**src/rtl/gpio_irq_router.sv**
```systemverilog
module gpio_irq_router #(
  parameter int NLINES = 8,
  parameter int NOUT   = 4,
  parameter int AW     = 8
) (
  input  logic            clk,
  input  logic            rst_n,
  input  logic [AW-1:0]   bus_addr,
  input  logic            bus_we,
  input  logic [31:0]     bus_wdata,
  output logic [31:0]     bus_rdata,
  input  logic [31:0]     pin_in,
  output logic [31:0]     pin_out,
  output logic [31:0]     pin_oe,
  output logic [NOUT-1:0] irq_out
);
  localparam int NL = (NLINES < 1 || NLINES > 32) ? 32 : NLINES;
  localparam logic [31:0] LMASK = (NL == 32) ? 32'hFFFF_FFFF : ((32'h1 << NL) - 32'h1);

  logic [31:0] s1, s2, s3;
  logic [31:0] out_r, dir_r, mask_r, pol_r, edge_r;
  logic [255:0] map_v;
  logic [NOUT-1:0] want;
  wire  [AW-3:0] widx = bus_addr[AW-1:2];

  always_ff @(posedge clk or negedge rst_n) begin
    if (!rst_n) begin
      s1 <= '0; s2 <= '0; s3 <= '0;
      out_r <= '0; dir_r <= '0; mask_r <= '0; pol_r <= '0; edge_r <= '0;
    end else begin
      s1 <= pin_in & LMASK;
      s2 <= s1;
      s3 <= s2;
      if (bus_we) begin
        case (widx)
          (AW-2)'(1): out_r  <= bus_wdata & LMASK;
          (AW-2)'(2): dir_r  <= bus_wdata & LMASK;
          (AW-2)'(3): mask_r <= bus_wdata & LMASK;
          (AW-2)'(4): pol_r  <= bus_wdata & LMASK;
          (AW-2)'(5): edge_r <= bus_wdata & LMASK;
          default: ;
        endcase
      end
    end
  end

  for (genvar n = 0; n < 32; n++) begin : g_line
    if (n < NL) begin : g_on
      localparam logic [AW-3:0] WI = (AW-2)'(8 + n / 4);
      logic [7:0] fld;
      always_ff @(posedge clk or negedge rst_n) begin
        if (!rst_n) fld <= '0;
        else if (bus_we && widx == WI) fld <= bus_wdata[8*(n%4) +: 8];
      end
      assign map_v[8*n +: 8] = fld;
    end else begin : g_off
      assign map_v[8*n +: 8] = 8'h00;
    end
  end

  always_comb begin
    bus_rdata = '0;
    case (widx)
      (AW-2)'(0): bus_rdata = s2;
      (AW-2)'(1): bus_rdata = out_r;
      (AW-2)'(2): bus_rdata = dir_r;
      (AW-2)'(3): bus_rdata = mask_r;
      (AW-2)'(4): bus_rdata = pol_r;
      (AW-2)'(5): bus_rdata = edge_r;
      default:
        if (widx >= (AW-2)'(8) && widx < (AW-2)'(16))
          bus_rdata = map_v[{widx[2:0], 5'b0} +: 32];
    endcase
  end

  wire [31:0] rise = s2 & ~s3;
  wire [31:0] fall = ~s2 & s3;
  wire [31:0] lvl  = (pol_r & s2) | (~pol_r & ~s2);
  wire [31:0] edg  = (pol_r & rise) | (~pol_r & fall);
  wire [31:0] act  = mask_r & ((edge_r & edg) | (~edge_r & lvl));

  for (genvar j = 0; j < NOUT; j++) begin : g_out
    logic [31:0] sel;
    for (genvar n = 0; n < 32; n++) begin : g_sel
      assign sel[n] = (map_v[8*n +: 8] == 8'(j));
    end
    assign want[j] = |(act & sel);
  end

  always_ff @(posedge clk or negedge rst_n) begin
    if (!rst_n) irq_out <= '0;
    else        irq_out <= want;
  end

  assign pin_oe  = dir_r;
  assign pin_out = out_r & dir_r;
endmodule


```
**config.mk**
```make
export PLATFORM = sky130hd
export DESIGN_NAME = gpio_irq_router
export DESIGN_NICKNAME = d
export VERILOG_FILES = /design/src/rtl/gpio_irq_router.sv
export SDC_FILE = /design/constraint.sdc
export NUM_CORES = 1
export LEC_CHECK = 0
export BUFFER_PORTS_ARGS = -buffer_cell sky130_fd_sc_hd__buf_2
export CAP_MARGIN = 20
export CORE_MARGIN = 2
export CORE_UTILIZATION = 30
export CTS_BUF_LIST = sky130_fd_sc_hd__clkbuf_4
export DETAILED_ROUTE_END_ITERATION = 8
export HOLD_SLACK_MARGIN = 0.06
export PLACE_DENSITY_LB_ADDON = 0.1
export SLEW_MARGIN = 40
export SYNTH_ARGS = -nofsm -noshare
export SYNTH_HDL_FRONTEND = slang
export SYNTH_SLANG_ARGS = --single-unit
export TNS_END_PERCENT = 1
```
**constraint.sdc**
```tcl
create_clock -name clk -period 1.99 [get_ports clk]
set_input_delay 0.398 -clock clk [delete_from_list [all_inputs] [get_ports clk]]
set_output_delay 0.398 -clock clk [all_outputs]
set_load 0.02 [all_outputs]
```
==> results of run 1 <==
## timing repair
item	4_1_cts	5_1_grt
pin swaps	5	2
hold buffers	17	8
setup endpoints to repair	9	12
buffers inserted	22	0
gates resized for setup	17	11
endpoints found under the hold margin	63	11
## state kept, by name, indices dropped and copies added (netlist names)
| name | flops |
|---|---|
| mask_r | 8 |
| s1 | 8 |
| pol_r | 8 |
| out_r | 8 |
| s2 | 8 |
| g_line.g_on.fld | 64 |
| irq_out | 4 |
| s3 | 8 |
| pin_oe | 8 |
| edge_r | 8 |
## logic make-up after synthesis
group                  after synthesis  synth area share
XOR/XNOR                            16            0.0210
other                                1          0.000562
flip-flops                         132             0.495
multiplexers                       151             0.278
AO/OA/AOI/OAI                       20            0.0244
buffers and inverters               69            0.0714
AND/OR/NAND/NOR                    127             0.110
## synthesized netlist by cell type, types with 9 or more instances
cell type  number
nor2_1         32
buf_2          12
nand3_1         9
xnor2_1        11
and2_1          9
nand2_1        20
mux2_2         73
mux2i_1        40
buf_4          48
dfrtp_1       132
mux2_4         30
## per-layer routing
layer  track usage  up-vias
met5             0        -
met4        0.0388        0
met3        0.0391       15
met2         0.243      120
met1         0.210     2324
li1              -     2166
## worst max-delay path: cells and delay by family, from the launching register on
family,cells,cell delay [ns]
buf+inv,1,0.18
simple gates,1,0.08
mux,1,0.48
compound gates,1,0.11
flops,1,0.41
## how the worst min path moves through the flow
stage                     slack [ns]                     to
final                           0.11  g_line[1].g_on.fld[3]
after global routing            0.07  g_line[1].g_on.fld[3]
after CTS                       0.06  g_line[1].g_on.fld[3]
after detailed placement        0.34                  s2[7]
after global placement          0.34                  s2[3]
after floorplan                 0.10              edge_r[0]
## area by class of cell
type                    instances  share of cell area
diodes                          1            0.000296
clock buffers                  17              0.0151
clock inverters                15              0.0164
inverters                       2            0.000887
multi-input cells             362               0.377
flip-flops and latches        132               0.391
well taps                     280              0.0414
repair buffers                188               0.158
## power groups by stage
stage	logic, mW	clock network (mW)	registers (mW)
after CTS	1.28	1.86	3.27
after floorplan	0.802	0	3.28
final	1.30	1.78	3.28
after global placement	1.12	0	3.34
after detailed placement	1.14	0	3.35
after global routing	1.41	1.99	3.33
## per-stage QoR
stage	setup WS [ns]	TNS [ns]	hold slack (ns)
6_report	-0.201	-1.37	0.112
5_1_grt	-0.303	-2.32	0.0653
4_1_cts	-0.268	-2.01	0.0600
3_5_place_dp	-0.104	-3.45	0.336
3_3_place_gp	-0.0769	-2.63	0.335
2_1_floorplan	-0.0430	-0.259	0.102
==> out/qor.yml, run 1 <==
grt_pass1_vias: 4782
endpoint: "bus_rdata[5]"
numPortBuffers: 100
slowest_delay_ns: 0.48
area_growth_pct: 26.8
net-switching-power_mw: 1.95
multi_input_area_um2: 3190
nets: 778
vias_per_cell: 4.64
startpoint_type: "flop"
ys.flop_type: "dfrtp_1"
path_max_fanout: 2
pwr-share-seq: 0.516
grt_max_degree: 50
vdd_ir_drop_max_mv: 0.291
skew_ns: 0.0175
endpoint_kind: "output pin"
antenna_left: 0
ys_seq_area_frac: 0.495
async_reset_ff_frac: 1.00
synth_top_cell_by_area: "dfrtp_1"
drc: 0
power_frac_clock: 0.280
maxCapViolations: 0
finalHoldViolations: 0
synth.distinct_cells: 46
post-route-util: 0.388
cp.required_ns: 1.59
cts_sinks: 132
hold_depth: 2
finalCritPeriodShare: 1.10
drtPass1Iterations: 4
rrSetupSlack_ns: 0.03
synth.top_cell.area_share: 0.495
r2r_cells: 6
die-area_um2: 23500
wire_per_inst_um: 17.9
min_path_type: "input port to flop"
fin_cells: 997
outcome: "finished, violations left"
r2r_start: "mask_r[3]"
rsz0062_at_grt: "yes"
hold_start: "bus_wdata[11]"
cts_made_buffers: 17
synth-seq-cells: 132
violations: "setup timing"
final_cell_mix: "dfrtp_1, buf_2, mux2_2, buf_4, conb_1"
grt-ovfl-total: 0
finalPower_mw: 6.35
core_area_um2: 21800
yosysWarnings: 0
p_per_area_nw_per_um2: 750
r2r_end: "irq_out[3]"
antenna_found_initial: 2
arrival_ns: 1.79
row_count: 54
route.met3.wl_um: 785
fp.dieW_um: 153
htreeDepth: 4
drt-initial-drc-count: 260
cts_buffer_depth: 2
min_period_ns: 2.19
grtUsageTotal: 0.153
setup_viol_count_final: 8
clkTransAtPathRegs_ns: 0.12
syn_area_um2: 6680
crit_slowest_cell: "mux4_2"
final_area_um2: 8470
wl_met2_mm: 8.32
fillers: 2163
ys_top_cells_by_area: "dfrtp_1, mux2_2, mux2_4"
dpl.cell_count: 917
synth_edf_count: 0
place_congestion: 0.784
timing.fmax_mhz: 456
insertion_delay_ns: 0.53
cts_tree: "built"
worstPathCellList: "mux4_2 > nand2_1 > o221ai_2 > buf_4"
layout_commonest_cell: "dfrtp_1"
wl_mm: 17.9
syn_avg_cell_area_um2: 12.9
vias: 4625
cts_root_buf: "clkbuf_4"
top_layer_used: "met4"
slew_viol_final: 0
worstSetupPathType: "flop to output pin"
drive_above_1_share: 0.461
combPwrFrac: 0.204
seqCellArea_um2: 3310
swShare: 0.307
dp_hpwl_mm: 12.8
start_util: 0.306
die_h_um: 153
postPlaceCellArea_um2: 7660
grt_pass1_wl_mm: 27.6
synthCells: 516
p_leak_nw: 4.16
m1WireLength_mm: 8.55
power.internal_mw: 4.40
cp-startpoint: "mask_r[5]"
io_pins: 175
fin_ws_ns: -0.201
Note: power is estimated with default switching activity, not from simulation.
==> inputs of run 2 (changes only) <==
--- a/config.mk
+++ b/config.mk
@@ -7,6 +7,7 @@
 export LEC_CHECK = 0
 export BUFFER_PORTS_ARGS = -buffer_cell sky130_fd_sc_hd__buf_2
 export CAP_MARGIN = 20
+export CORE_ASPECT_RATIO = 1.2
 export CORE_MARGIN = 2
 export CORE_UTILIZATION = 30
 export CTS_BUF_LIST = sky130_fd_sc_hd__clkbuf_4
==> run 2 against run 1 <==
The flow finishes with violations (DRC, setup timing); critical endpoint is now bus_rdata[0]; critical path depth unchanged; sequential share of layout area increased by 0.66 points; hold slack improved by 0.0039 ns; global-route usage up 0.21 points; core utilization down 0.59 points; power decreased by 2.5%; via count fell by 0.48%; clock skew fell by 0.0040 ns; non-clock buffer count fell by 6; first-iteration DRC count decreased by 8.1%; register-to-register slack about the same.
==> out/qor.yml, run 2 (synthesis results as in run 1) <==
cts_buffer_depth: 2
maxCapViolations: 0
endpoint_kind: "output pin"
regMostFlops: "g_line.g_on.fld"
grt_pass1_vias: 4896
cts_sinks: 132
post-place-ws_ns: -0.0661
drc: 14
layout_commonest_cell: "dfrtp_1"
skew_ns: 0.0135
row_count: 59
place_congestion: 0.774
die-area_um2: 23500
path_max_fanout: 2
numPortBuffers: 100
vias_per_cell: 4.69
dpl.cell_count: 906
final_cell_mix: "dfrtp_1, buf_2, mux2_2, buf_4, conb_1"
power.internal_mw: 4.37
wire_per_inst_um: 17.9
setup_viol_count_final: 8
arrival_ns: 1.82
fp.dieW_um: 140
finalPower_mw: 6.19
fin_cells: 981
tns_ns: -1.47
clkTransAtPathRegs_ns: 0.11
slew_viol_final: 0
largest_register_ffs: 64
cts_tree: "built"
holdWs_ns: 0.116
outcome: "finished, violations left"
nets: 772
antenna_left: 0
htreeDepth: 4
rsz0062_at_grt: "yes"
max-slew-margin-rel: 0.665
cts_made_buffers: 17
power_frac_clock: 0.266
grt-ovfl-total: 0
start_util: 0.307
combPwrFrac: 0.206
post-route-util: 0.382
vdd_ir_drop_max_mv: 0.304
area_growth_pct: 24.6
drtPass1Iterations: 9
finalHoldViolations: 0
postPlaceCellArea_um2: 7590
dp_hpwl_mm: 12.8
min_path_type: "input port to flop"
vias: 4603
io_pins: 175
worstSetupPathType: "flop to output pin"
fin_ws_ns: -0.227
die_h_um: 167
antenna_found_initial: 1
min_period_ns: 2.22
fillers: 2187
net-switching-power_mw: 1.82
finalCritPeriodShare: 1.11
drt-initial-drc-count: 239
cp.required_ns: 1.59
final_area_um2: 8320
drive_above_1_share: 0.455
wl_mm: 17.5
cts_root_buf: "clkbuf_4"
worst_pin_slew_ns: 0.490
pwr-share-seq: 0.529
violations: "DRC, setup timing"
p_leak_nw: 4.13
timing.fmax_mhz: 451
startpoint_type: "flop"
core_area_um2: 21800
grt_max_degree: 38
grt_pass1_wl_mm: 27.8
swShare: 0.294
grtUsageTotal: 0.155
insertion_delay_ns: 0.53
p_per_area_nw_per_um2: 744
## run 2: critical path, stage by stage, from the launching register on
cell and delay [ns]:
dfrtp_1 0.40, mux4_2 0.51, nand2_2 0.08, o221ai_2 0.11, buf_4 0.18
## run 2: per-layer routing
layer  share of wire  GRT usage
met3           0.037     0.0357
met2            0.49      0.254
met1            0.46      0.205
met4           0.015     0.0492
met5               0          0
## run 2: path summary, 6_finish.rpt
kind	endpoint	startpoint	depth (start not counted)	slack [ns]
setup / recovery	bus_rdata[0]	mask_r[0]	4	-0.23
hold / removal	g_line[5].g_on.fld[4]	bus_wdata[12]	2	0.12
setup reg to reg	irq_out[2]	g_line[1].g_on.fld[2]	6	0.03
hold reg to reg	s2[3]	s1[3]	0	0.36
max in group asynchronous	g_line[7].g_on.fld[7]	rst_n	3	1.06
min in group asynchronous	s2[3]	rst_n	2	0.33
## run 2: repair_timing
item                                    CTS  global route
setup buffers                            21             4
hold buffers                             18             3
gates resized for setup                  13            10
pin swaps                                 4             0
endpoints found under the setup margin   29            28
endpoints found under the hold margin    55             5
## run 2: cell type report
type / instances / area (um^2) / share of cell area
flip-flops and latches: 132 / 3300 / 0.397
repair buffers: 182 / 1260 / 0.152
inverters: 2 / 7.51 / 0.000902
clock inverters: 9 / 92.6 / 0.0111
multi-input cells: 362 / 3170 / 0.381
clock buffers: 18 / 135 / 0.0162
diodes: 2 / 5.00 / 0.000601
well taps: 274 / 343 / 0.0412
## run 2: power by group through the flow
stage	registers, mW	clock network, mW	logic (mW)
3_5_place_dp	3.36	0	1.12
6_report	3.27	1.64	1.27
3_3_place_gp	3.34	0	1.10
5_1_grt	3.33	1.84	1.39
4_1_cts	3.28	1.72	1.25
2_1_floorplan	3.28	0	0.802
==> inputs of run 3 (changes only) <==
--- a/config.mk
+++ b/config.mk
@@ -5,13 +5,13 @@
 export SDC_FILE = /design/constraint.sdc
 export NUM_CORES = 1
 export LEC_CHECK = 0
-export BUFFER_PORTS_ARGS = -buffer_cell sky130_fd_sc_hd__buf_2
 export CAP_MARGIN = 20
 export CORE_ASPECT_RATIO = 1.2
 export CORE_MARGIN = 2
 export CORE_UTILIZATION = 30
 export CTS_BUF_LIST = sky130_fd_sc_hd__clkbuf_4
 export DETAILED_ROUTE_END_ITERATION = 8
+export DONT_BUFFER_PORTS = 1
 export HOLD_SLACK_MARGIN = 0.06
 export PLACE_DENSITY_LB_ADDON = 0.1
 export SLEW_MARGIN = 40
==> run 3 against run 2 <==
The run ends with DRC, hold timing, setup timing left; register-to-register slack worse by 0.02 ns; die area stayed put; sequential power is 1% higher; first-iteration DRC count is 4.2% lower; cell count is 7.2% lower; routed wire length is 0.47% lower; highest routed layer unchanged.
==> out/qor.yml, run 3 (synthesis results as in run 1) <==
holdWs_ns: -0.474
finalHoldViolations: 132
antenna_found_initial: 1
outcome: "finished, violations left"
maxCapViolations: 0
htreeDepth: 4
finalCritPeriodShare: 1.15
drt-initial-drc-count: 229
min_path_type: "input port to async pin"
final_cell_mix: "dfrtp_1, mux2_2, buf_4, conb_1"
grtUsageTotal: 0.152
numPortBuffers: 0
arrival_ns: 1.89
setup_viol_count_final: 8
largest_register_ffs: 64
layout_commonest_cell: "dfrtp_1"
cts_root_buf: "clkbuf_4"
dpl.cell_count: 825
io_pins: 175
path_max_fanout: 2
cts_made_buffers: 17
grt_max_degree: 133
cts_buffer_depth: 2
cp.required_ns: 1.59
startpoint_type: "flop"
vias: 4391
drtPass1Iterations: 9
place_congestion: 0.741
nets: 698
die_h_um: 167
cts_sinks: 132
postPlaceCellArea_um2: 7200
rrSetupSlack_ns: 0.01
area_growth_pct: 21.0
wire_per_inst_um: 19.2
fp.dieW_um: 140
cts_tree: "built"
start_util: 0.307
skew_ns: 0.0186
post-place-ws_ns: 0.0334
fin_cells: 910
seqCellArea_um2: 3310
multi_input_area_um2: 3160
wl_mm: 17.4
rsz0062_at_grt: "yes"
grt-ovfl-total: 0
vdd_ir_drop_max_mv: 0.331
dp_hpwl_mm: 11.8
vias_per_cell: 4.83
fin_ws_ns: -0.295
postCtsHoldBufs: 40
insertion_delay_ns: 0.56
regMostFlops: "g_line.g_on.fld"
drive_above_1_share: 0.370
die-area_um2: 23500
timing.fmax_mhz: 438
fillers: 2151
min_period_ns: 2.29
p_leak_nw: 3.80
core_area_um2: 21800
violations: "DRC, hold timing, setup timing"
p_per_area_nw_per_um2: 791
final_area_um2: 8080
antenna_left: 0
grt_pass1_vias: 4628
grt_pass1_wl_mm: 27.1
clkTransAtPathRegs_ns: 0.14
drc: 10
row_count: 59
endpoint_kind: "output pin"
slew_viol_final: 0
worstSetupPathType: "flop to output pin"
## run 3: worst paths after layout
check                      depth (start not counted)                     to        start
min reg2reg                                        0                  s2[6]        s1[6]
min                                                0              mask_r[1]        rst_n
max                                                4           bus_rdata[6]    mask_r[6]
max in group asynchronous                          0  g_line[5].g_on.fld[6]        rst_n
min in group clk                                   3              mask_r[7]  bus_addr[3]
max reg2reg                                        7             irq_out[2]    mask_r[1]
## run 3: through the flow
step / power, mW / utilization / setup TNS (ns) / hold slack [ns]
after floorplan: 4.09 / - / -0.259 / 0.102
after global placement: 4.24 / 0.331 / 0 / 0.108
after detailed placement: 4.27 / 0.331 / 0 / 0.108
after CTS: 6.45 / 0.367 / -2.46 / -0.523
after global routing: 6.73 / 0.371 / -2.78 / -0.526
final: 6.40 / 0.371 / -1.92 / -0.474
## run 3: repair_timing
item / 4_1_cts / 5_1_grt
resized for setup: 7 / 9
setup endpoints to repair: 8 / 11
pin swaps: 2 / 1
setup buffers: 8 / 5
endpoints found under the hold margin: 244 / 132
## run 3: critical path: stages (launching register included)
cell	delay, ns
dfrtp_2	0.45
mux4_2	0.52
nand2_2	0.08
o221ai_2	0.10
buf_4	0.19
## run 3: area by class of cell
class | instances | share of cell area
clock buffers | 17 | 0.0158
multi-input cells | 362 | 0.391
repair buffers | 108 | 0.117
clock inverters | 14 | 0.0231
inverters | 2 | 0.000929
well taps | 274 | 0.0424
flip-flops and latches | 132 | 0.409
diodes | 1 | 0.000310
## run 3: where the power goes
group	internal (mW)	total, mW	switching, mW
clock	0.985	2.04	1.05
combinational	0.590	1.05	0.456
sequential	3.00	3.31	0.316
## run 3: metal layers
metal  track usage  wire, um
met2         0.250      8340
met4        0.0527       292
met1         0.200      8020
met3        0.0332       793
met5             0         0
